## config.mk

```make
export PLATFORM = sky130hd
export DESIGN_NAME = hb_watchdog
export DESIGN_NICKNAME = d
export VERILOG_FILES = /design/src/rtl/hbw_pkg.sv /design/src/rtl/hbw_datapath.sv /design/src/rtl/hbw_control.sv /design/src/rtl/hb_watchdog.sv
export SDC_FILE = /design/constraint.sdc
export NUM_CORES = 1
export LEC_CHECK = 0
export ABC_AREA = 1
export CAP_MARGIN = 25
export CORE_AREA = 8 8 96 98
export CTS_CLUSTER_SIZE = 30
export DETAILED_ROUTE_END_ITERATION = 10
export DIE_AREA = 0 0 104 106
export SLEW_MARGIN = 20
export SYNTH_ARGS = -nofsm -noshare
export SYNTH_HDL_FRONTEND = slang
export SYNTH_SLANG_ARGS = --single-unit
```

## constraint.sdc

```tcl
create_clock -name clk -period 5.35 [get_ports clk]
set_clock_uncertainty 0.2 [all_clocks]
set_input_delay 1.07 -clock clk [delete_from_list [all_inputs] [get_ports clk]]
set_output_delay 1.07 -clock clk [all_outputs]
set_load 0.005 [all_outputs]
```

## src/rtl/hbw_pkg.sv

```systemverilog
package hbw_pkg;

  typedef enum logic [2:0] {
    ST_IDLE,
    ST_ARM,
    ST_DELAY,
    ST_RUN,
    ST_FIRE
  } wdState_t;

  typedef struct packed {
    logic       en;
    logic [5:0] delaySec;
    logic [5:0] toutSec;
  } wdPair_t;

  typedef struct packed {
    logic loadDelay;
    logic loadTout;
    logic runCnt;
    logic loadPulse;
    logic decPulse;
  } wdStrobe_t;

  typedef struct packed {
    logic kickEdge;
    logic cfgChange;
    logic nextEn;
    logic nextDelayZero;
    logic secDone;
    logic pulseDone;
    logic cfgEn;
  } wdStatus_t;

  localparam logic [7:0] CTRL_RESET = 8'h03;

  function automatic wdPair_t mkPair(input logic [5:0] d, input logic [5:0] t);
    wdPair_t p;
    p.en       = 1'b1;
    p.delaySec = d;
    p.toutSec  = t;
    return p;
  endfunction

  function automatic wdPair_t pairA(input logic [2:0] code);
    wdPair_t p;
    p = '0;
    case (code)
      3'd5:    p = mkPair(6'd1, 6'd1);
      3'd6:    p = mkPair(6'd10, 6'd10);
      3'd7:    p = mkPair(6'd60, 6'd60);
      default: p = '0;
    endcase
    return p;
  endfunction

  function automatic wdPair_t pairC(input logic [2:0] code);
    wdPair_t p;
    p = '0;
    case (code)
      3'd1:    p = mkPair(6'd3, 6'd3);
      3'd2:    p = mkPair(6'd60, 6'd1);
      3'd5:    p = mkPair(6'd0, 6'd1);
      3'd6:    p = mkPair(6'd0, 6'd10);
      3'd7:    p = mkPair(6'd60, 6'd10);
      default: p = '0;
    endcase
    return p;
  endfunction

endpackage

```

## src/rtl/hbw_datapath.sv

```systemverilog
module hbw_datapath
  import hbw_pkg::*;
#(
  parameter int TICKS_PER_SEC = 1000,
  parameter int RESET_CYCLES  = 16,
  parameter int VARIANT       = 1
) (
  input  logic       clk,
  input  logic       rst_n,
  input  logic       wrEn,
  input  logic [7:0] wrData,
  input  wdStrobe_t  strobe,
  output wdStatus_t  status,
  output logic [7:0] rdData
);

  localparam int PRE_W   = (TICKS_PER_SEC > 1) ? $clog2(TICKS_PER_SEC) : 1;
  localparam int PULSE_W = (RESET_CYCLES > 1) ? $clog2(RESET_CYCLES + 1) : 1;
  localparam logic [PRE_W-1:0]   PRE_LAST   = PRE_W'(TICKS_PER_SEC - 1);
  localparam logic [PULSE_W-1:0] PULSE_INIT = PULSE_W'(RESET_CYCLES - 1);

  logic [7:0]         ctrlReg;
  logic [2:0]         nextCode;
  wdPair_t            curPair;
  wdPair_t            nextPair;
  logic [PRE_W-1:0]   preCnt;
  logic [5:0]         secCnt;
  logic [PULSE_W-1:0] pulseCnt;
  logic               preWrap;

  // control register
  always_ff @(posedge clk or negedge rst_n) begin
    if (!rst_n)    ctrlReg <= CTRL_RESET;
    else if (wrEn) ctrlReg <= wrData;
  end

  assign rdData   = ctrlReg;
  assign nextCode = wrEn ? wrData[2:0] : ctrlReg[2:0];

  // timeout table variant
  generate
    if (VARIANT == 1) begin : g_tableC
      assign curPair  = pairC(ctrlReg[2:0]);
      assign nextPair = pairC(nextCode);
    end else begin : g_tableA
      assign curPair  = pairA(ctrlReg[2:0]);
      assign nextPair = pairA(nextCode);
    end
  endgenerate

  assign preWrap = (preCnt == PRE_LAST);

  // prescaler and seconds counter
  always_ff @(posedge clk or negedge rst_n) begin
    if (!rst_n) begin
      preCnt <= '0;
      secCnt <= '0;
    end else if (strobe.loadDelay) begin
      preCnt <= '0;
      secCnt <= nextPair.delaySec;
    end else if (strobe.loadTout) begin
      preCnt <= '0;
      secCnt <= nextPair.toutSec;
    end else if (strobe.runCnt) begin
      if (preWrap) begin
        preCnt <= '0;
        secCnt <= secCnt - 6'd1;
      end else begin
        preCnt <= preCnt + 1'b1;
      end
    end
  end

  // reset pulse length counter
  always_ff @(posedge clk or negedge rst_n) begin
    if (!rst_n)                pulseCnt <= '0;
    else if (strobe.loadPulse) pulseCnt <= PULSE_INIT;
    else if (strobe.decPulse)  pulseCnt <= pulseCnt - 1'b1;
  end

  always_comb begin
    status.kickEdge      = wrEn && ctrlReg[3] && !wrData[3];
    status.cfgChange     = wrEn && (wrData[2:0] != ctrlReg[2:0]);
    status.nextEn        = nextPair.en;
    status.nextDelayZero = (nextPair.delaySec == 6'd0);
    status.secDone       = preWrap && (secCnt == 6'd1);
    status.pulseDone     = (pulseCnt == '0);
    status.cfgEn         = curPair.en;
  end

  p_readback_r2: assert property (@(posedge clk) disable iff (!rst_n)
    wrEn |=> rdData == $past(wrData));

  p_prescale_range_r4: assert property (@(posedge clk) disable iff (!rst_n)
    preCnt <= PRE_LAST);

  p_no_underflow_r4: assert property (@(posedge clk) disable iff (!rst_n)
    strobe.runCnt |-> secCnt != 6'd0);

  p_table_range_r9: assert property (@(posedge clk) disable iff (!rst_n)
    curPair.en |-> (curPair.toutSec != 6'd0 && curPair.toutSec <= 6'd60 &&
                    curPair.delaySec <= 6'd60));

endmodule

```

## src/rtl/hbw_control.sv

```systemverilog
module hbw_control
  import hbw_pkg::*;
(
  input  logic      clk,
  input  logic      rst_n,
  input  wdStatus_t status,
  output wdStrobe_t strobe,
  output logic      wdReset
);

  wdState_t state;
  wdState_t stateNext;

  always_ff @(posedge clk or negedge rst_n) begin
    if (!rst_n) state <= ST_IDLE;
    else        state <= stateNext;
  end

  always_comb begin
    stateNext = state;
    strobe    = '0;
    if (status.cfgChange) begin
      if (!status.nextEn) begin
        stateNext = ST_IDLE;
      end else if (status.nextDelayZero) begin
        stateNext = ST_ARM;
      end else begin
        stateNext        = ST_DELAY;
        strobe.loadDelay = 1'b1;
      end
    end else begin
      case (state)
        ST_ARM: begin
          if (status.kickEdge) begin
            stateNext       = ST_RUN;
            strobe.loadTout = 1'b1;
          end
        end
        ST_DELAY, ST_RUN: begin
          if (status.kickEdge) begin
            stateNext       = ST_RUN;
            strobe.loadTout = 1'b1;
          end else begin
            strobe.runCnt = 1'b1;
            if (status.secDone) begin
              stateNext        = ST_FIRE;
              strobe.loadPulse = 1'b1;
            end
          end
        end
        ST_FIRE: begin
          if (status.pulseDone) begin
            if (status.nextDelayZero) begin
              stateNext = ST_ARM;
            end else begin
              stateNext        = ST_DELAY;
              strobe.loadDelay = 1'b1;
            end
          end else begin
            strobe.decPulse = 1'b1;
          end
        end
        default: stateNext = ST_IDLE;
      endcase
    end
  end

  assign wdReset = (state == ST_FIRE);

  p_disabled_quiet_r3: assert property (@(posedge clk) disable iff (!rst_n)
    !status.cfgEn |-> !wdReset);

  p_expire_fires_r4: assert property (@(posedge clk) disable iff (!rst_n)
    (strobe.runCnt && status.secDone && !status.cfgChange && !status.kickEdge) |=> wdReset);

  p_kick_restarts_r5: assert property (@(posedge clk) disable iff (!rst_n)
    (status.kickEdge && !status.cfgChange && (state != ST_IDLE) && (state != ST_FIRE))
      |=> (state == ST_RUN));

  p_arm_holds_r6: assert property (@(posedge clk) disable iff (!rst_n)
    (state == ST_ARM && !status.kickEdge && !status.cfgChange) |=> (state == ST_ARM && !wdReset));

endmodule

```

## src/rtl/hb_watchdog.sv

```systemverilog
module hb_watchdog
  import hbw_pkg::*;
#(
  parameter int TICKS_PER_SEC = 1000,
  parameter int RESET_CYCLES  = 16,
  parameter int VARIANT       = 1
) (
  input  logic       clk,
  input  logic       rst_n,
  input  logic       wrEn,
  input  logic [7:0] wrData,
  output logic [7:0] rdData,
  output logic       wdReset
);

  wdStrobe_t strobe;
  wdStatus_t status;

  hbw_datapath #(
    .TICKS_PER_SEC(TICKS_PER_SEC),
    .RESET_CYCLES (RESET_CYCLES),
    .VARIANT      (VARIANT)
  ) datapath_i (
    .clk   (clk),
    .rst_n (rst_n),
    .wrEn  (wrEn),
    .wrData(wrData),
    .strobe(strobe),
    .status(status),
    .rdData(rdData)
  );

  hbw_control control_i (
    .clk    (clk),
    .rst_n  (rst_n),
    .status (status),
    .strobe (strobe),
    .wdReset(wdReset)
  );

endmodule

```

# [After elaboration in Yosys (flattened, before gate mapping)]
# Cells that the tools add are included.
[word_totals] ff_bits=32 input_bits=11 out_inout_bits=9 elab_cells=70
[classes] addsub=3 n_eq_ne=15 muxes=33 n_reduce_logical=14
[op_table] cell="one-hot mux 13 bit (5 select lines)" count=1
[op_table] cell="two-way mux 10 bit" count=4
[op_table] cell="two-way mux 6 bit" count=4
[op_table] cell="two-way mux 3 bit" count=7
[op_table] cell="== test 3 bit, second input constant" count=4
[op_table] cell="adder 10 x 1 -> 10 bit, second input constant" count=1
[op_table] cell="== test 10 bit, second input constant" count=1
[op_table] cell="two-way mux 1 bit" count=10
[op_table] cell="two-way mux 5 bit" count=2
[op_table] cell="== test 3 x 2 -> 1 bit, second input constant" count=3
[op_table] cell="one-hot mux 3 bit (3 select lines)" count=1
[op_table] cell="== test 3 x 1 -> 1 bit, second input constant" count=2
[op_table] cell="== test 6 x 1 -> 1 bit, second input constant" count=1
[op_table] cell="logical NOT 6 bit" count=1
[op_table] cell="two-way mux 2 bit" count=3
[op_table] cell="!= test 3 x 1 -> 1 bit, second input constant" count=2
[op_table] cell="nonzero test 3 bit" count=2
[op_table] cell="subtractor 6 x 1 -> 6 bit, second input constant" count=1
[op_table] cell="logical NOT 5 bit" count=1
[op_table] cell="subtractor 5 x 1 -> 5 bit, second input constant" count=1
[op_table] cell="logical AND 1 bit" count=4
[op_table] cell="two-way mux 4 bit" count=1
[op_table] cell="!= test 4 x 1 -> 1 bit, second input constant" count=1
[op_table] cell="!= test 3 bit" count=1
[op_table] cell="other kinds (6)" count=6

# [Longest topological paths before layout]
[logic_depth] ltp_word=10 ltp_mapped=13

# [By module]
# A second synthesis with hierarchy kept.
[hier_totals] hier_cells=277 hier_area_um2=2008.2
[modules_own_cells] module="hbw_datapath" n_inst=1 cells_each=232 area_per_inst_um2=1724.2 seq_area_each_um2=728.2
[modules_own_cells] module="hbw_control" n_inst=1 cells_each=45 area_per_inst_um2=284.0 seq_area_each_um2=75.1

# [Worst setup path after synthesis]
# No wires, ideal clock.
[synth_path] kind="input -> register" startpoint="in wrEn" endpoint="reg datapath_i.secCnt[2]" setup_ns=0.121 t_arrival_ns=2.068 required_ns=5.029 path_slack_ns=2.961 path_stages=13 path_buffers=1 cell_sequence="inv_2 -> nand2_1 -> nand2_4 -> nand2_2 -> nand3_2 -> nand3_2 -> nand2_2 -> nand2_4 -> buf_8 -> nand2_2 -> nand2_1 -> nand2_1 -> nand2_1"
[synth_between] elab_chain_len=10 word_cells_on_any_way=26 cone_classes="eq/ne (5); mux (14); reduce/logical (7)"
[synth_rtl] item="from (decl)" line_no="hb_watchdog.sv:10" text="input logic wrEn,"
[synth_rtl] item="two-way mux 3 bit" line_no="hbw_datapath.sv:38" text="assign nextCode = wrEn ? wrData[2:0] : ctrlReg[2:0];"
[synth_rtl] item="== test 3 bit, or another cell as far along" line_no="hbw_pkg.sv:60" text="case (code)"
[synth_rtl] item="one-hot mux 13 bit (5 select lines)" line_no="hbw_pkg.sv:60"
[synth_rtl] item="logical NOT 6 bit" line_no="hbw_datapath.sv:85" text="status.nextDelayZero = (nextPair.delaySec == 6'd0);"
[synth_rtl] item="two-way mux 1 bit" line_no="hbw_control.sv:25, hbw_control.sv:53"
[synth_rtl] item="two-way mux 1 bit" line_no="hbw_control.sv:52" text="if (status.pulseDone) begin"
[synth_rtl] item="two-way mux 1 bit" line_no="hbw_control.sv:32" text="case (state)"
[synth_rtl] item="two-way mux 1 bit" line_no="hbw_control.sv:22" text="if (status.cfgChange) begin"
[synth_rtl] item="nonzero test 3 bit (no source line)"
[synth_rtl] item="AND reduction 2 bit (no source line)"
[synth_rtl] item="to (signal assigned)" line_no="hbw_datapath.sv:60" text="secCnt <= nextPair.delaySec;"
[synth_rtl] item="to (signal assigned)" line_no="hbw_datapath.sv:63" text="secCnt <= nextPair.toutSec;"
[synth_rtl] item="to (signal assigned)" line_no="hbw_datapath.sv:67" text="secCnt <= secCnt - 6'd1;"
[synth_rtl] item="to (decl)" line_no="hbw_datapath.sv:27" text="logic [5:0] secCnt;"
# Parallel ways exist; a longest one is shown, timed or not.
# A chain may end at the register's enable or synchronous reset.

# [Worst setup path after layout]
[layout_path] startpoint="in wrEn" endpoint="reg datapath_i.secCnt[1]"
# The elaborated chain is that of the path after synthesis.

==> out/qor.csv <==
stage,metric,value,unit
run_status,status,finished clean,
synthesis,synth_top_area_share,0.331,
floorplanning,coreArea,7850,um2
global_routing,grt_max_degree,35,
routing,drt-initial-drc-count,114,
synthesis,synthTopCellsByArea,"dfrtp_1, nand2_1, nand3_1, inv_1, nand2_4",
placed_design,port_buffers,19,
clock_network,cts_setup_buffers,0,
setup_path,cp.arrival,3320,ps
floorplanning,die_h,106,um
sta,fin_tns_setup,0,ps
sta,max_freq,0.299,GHz
clock_network,cts_tree,built,
clock_network,numCtsBuffers,5,
pwr,p_leak,1.36,nW
setup_path,reg2reg_from,datapath_i.rdData[1],
global_routing,grt_antenna_before_repair,0,
routing,viasPerCell,4.61,
placed_design,gp_congestion,0.801,
routing,routed_wirelength,5070,um
setup_path,cp.required,5320,ps
synthesis,syn_inst,313,
synthesis,ys_ff_latch,32,
synthesis,ys_seq_area_frac,0.354,
setup_path,crit_start,wrEn,
placed_design,dp_hpwl,3620,um
pwr,power.total,1.07,mW
sta,relSlewSlack,0.598,
placed_design,place_area,2530,um2
clock_network,cts_hold_buf,0,
synthesis,synthTopCellsByCount,"nand2_1, nand3_1, inv_1",
sta,period_minus_slack,3350,ps
pwr,pwr-share-clk,0.223,
sta,hold_violations,0,
setup_path,path_cells,clkdlybuf4s50_1 > nand2_1 > nand3_1 > nand2_2 > nand2_4 > o21ai_4 > nand2_1 > nand2_1,
setup_path,cp_num_buf_inv,1,
pwr,peakVddDrop,144,uV
routing,wl_per_cell,11.6,um
synthesis,synthArstFlopShare,1.00,
setup_path,critPathLaunchType,input port,
pwr,p_switching,0.426,mW
floorplanning,initial_core_util,0.289,
cells_and_area,drive_gt1_frac,0.120,
clock_network,h-tree-depth,2,
setup_path,worst_setup_path_end_kind,register,
floorplanning,die_w,104,um
clock_network,cts_buffer_depth,2,
cells_and_area,n_fill_cell,833,
setup_path,max_stage_delay,850,ps
global_routing,grt_usage,0.0976,
clock_network,path_clk_slew,70,ps
floorplanning,top_level_ports,20,
sta,finalCritPeriodShare,0.626,
synthesis,synthFlopType,dfrtp_1,
synthesis,synth_fp_nets,329,
synthesis,synthesis.area,2270,um2
global_routing,grt_pass1_vias,1902,
floorplanning,row_count,33,
synthesis,synth-edff-count,0,
synthesis,synth.most_common_cell,nand2_1,
synthesis,yosysTopAreaCell,dfrtp_1,
pwr,seqPwrFrac,0.380,
pwr,power.density,404,nW/um2
synthesis,yosysWarningCount,0,
pwr,pwr-share-comb,0.396,
global_routing,grt_pass1_wl,8960,um
pwr,swShare,0.398,
clock_network,clk_latency,290,ps
global_routing,grt.overflow.total,0,
cells_and_area,nNetsFinal,349,
cells_and_area,n_antenna_cell,0,
clock_network,ctsResizeCount,0,
routing,postRouteAntennaNets,0,
sta,slew_violations,0,
worst_hold_path,hp-class,register to register,
routing,vias,2022,
setup_path,path_class,input port to register,
routing,drc,0,
setup_path,critPathTopFamily,simple AND/OR/NAND/NOR gates,
sta,setup_viol,0,
cells_and_area,fin_area,2650,um2
clock_network,cts_sinks,32,
routing,first_pass_iters,4,
setup_path,crit_fanout,34,
sta,rsz0062_at_grt,no,
setup_path,cp_slowest_cell,clkdlybuf4s50_1,
sta,tightest_slew,601,ps
setup_path,critical_path.most_common_cell,nand2_1,
worst_hold_path,min-delay-start,datapath_i.rdData[7],
synthesis,synth.distinct_cells,33,
clock_network,clock_tree.root_cell,clkbuf_8,
floorplanning,die-area,11000,um2
synthesis,syn_avg_cell_area,7.25,um2
pwr,p_int,0.643,mW
job,drv_cap,0,
cells_and_area,area_delta_synth_final,16.6,%
==> area by class of cell <==
type	count	area, um2	share of cell area
Multi-Input combinational cell	239	1270	0.480
Sequential cell	32	803	0.304
Timing Repair Buffer	20	198	0.0747
Inverter	35	131	0.0497
Tap cell	105	131	0.0497
Clock buffer	5	68.8	0.0260
Clock inverter	3	42.5	0.0161
==> power groups by stage <==
stage	Sequential, mW	Clock, mW	Combinational (mW)
after floorplan	0.380	0	0.357
after global placement	0.408	0	0.419
after detailed placement	0.409	0	0.423
after CTS	0.404	0.247	0.427
after global routing	0.417	0.257	0.498
final	0.406	0.239	0.424
==> stage by stage <==
step                      utilization  std cells  hold WS (ps)  worst slack, ps
after floorplan                     -        313           251             2960
after global placement          0.323        431           266             1740
after detailed placement        0.323        431           267             1670
after CTS                       0.337        439           286             1970
after global routing            0.337        439           308             1730
final                           0.337        439           281             2000
==> metal layers <==
| metal | global-route usage | vias up | share of wire |
|---|---|---|---|
| met2 | 0.152 | 30 | 0.45 |
| met3 | 0.0284 | 7 | 0.044 |
| met1 | 0.124 | 932 | 0.49 |
| li1 | - | 1053 | - |
| met4 | 0.0403 | 0 | 0.014 |
| met5 | 0 | - | 0 |
==> tightest hold or removal path: stages, from the launching register on <==
cell and delay, ps:
dfrtp_1 350, nand2_1 50, nand2_1 50
==> final timing paths <==
path / endpoint / slack [ps] / cells after the start
max in group asynchronous: datapath_i.rdData[1] / 3620 / 2
setup reg to reg: datapath_i.secCnt[1] / 2960 / 11
hold reg to reg: datapath_i.rdData[7] / 280 / 2
hold / removal: datapath_i.rdData[7] / 280 / 2
setup / recovery: datapath_i.secCnt[1] / 2000 / 8
min in group asynchronous: datapath_i.preCnt[2] / 1000 / 2
==> sequential cells by signal (all words and copies together) (netlist names) <==
| signal | count |
|---|---|
| control_i.state | 3 |
| datapath_i.pulseCnt | 5 |
| datapath_i.secCnt | 6 |
| datapath_i.rdData | 8 |
| datapath_i.preCnt | 10 |
==> kinds of logic (layout without fill, tap and decap cells) <==
group	count (synthesis)	count (layout)	synth area share
flip-flops	32	32	0.354
adder cells (fa/ha/maj)	5	5	0.0276
XOR/XNOR	9	9	0.0347
buffers and inverters	42	63	0.0860
AND/OR/NAND/NOR	202	202	0.424
AO/OA/AOI/OAI	23	23	0.0734
==> cell usage in the layout, fill, tap and decap left out, drive strengths merged, types with 7 or more instances in the layout <==
master / instances
inv: 35
nor2: 23
nor3: 10
clkdlybuf4s50: 19
dfrtp: 30
o211ai: 7
nand3: 40
o21ai: 8
nand4: 7
nand2: 117
Power figures use the tool's default switching activity.
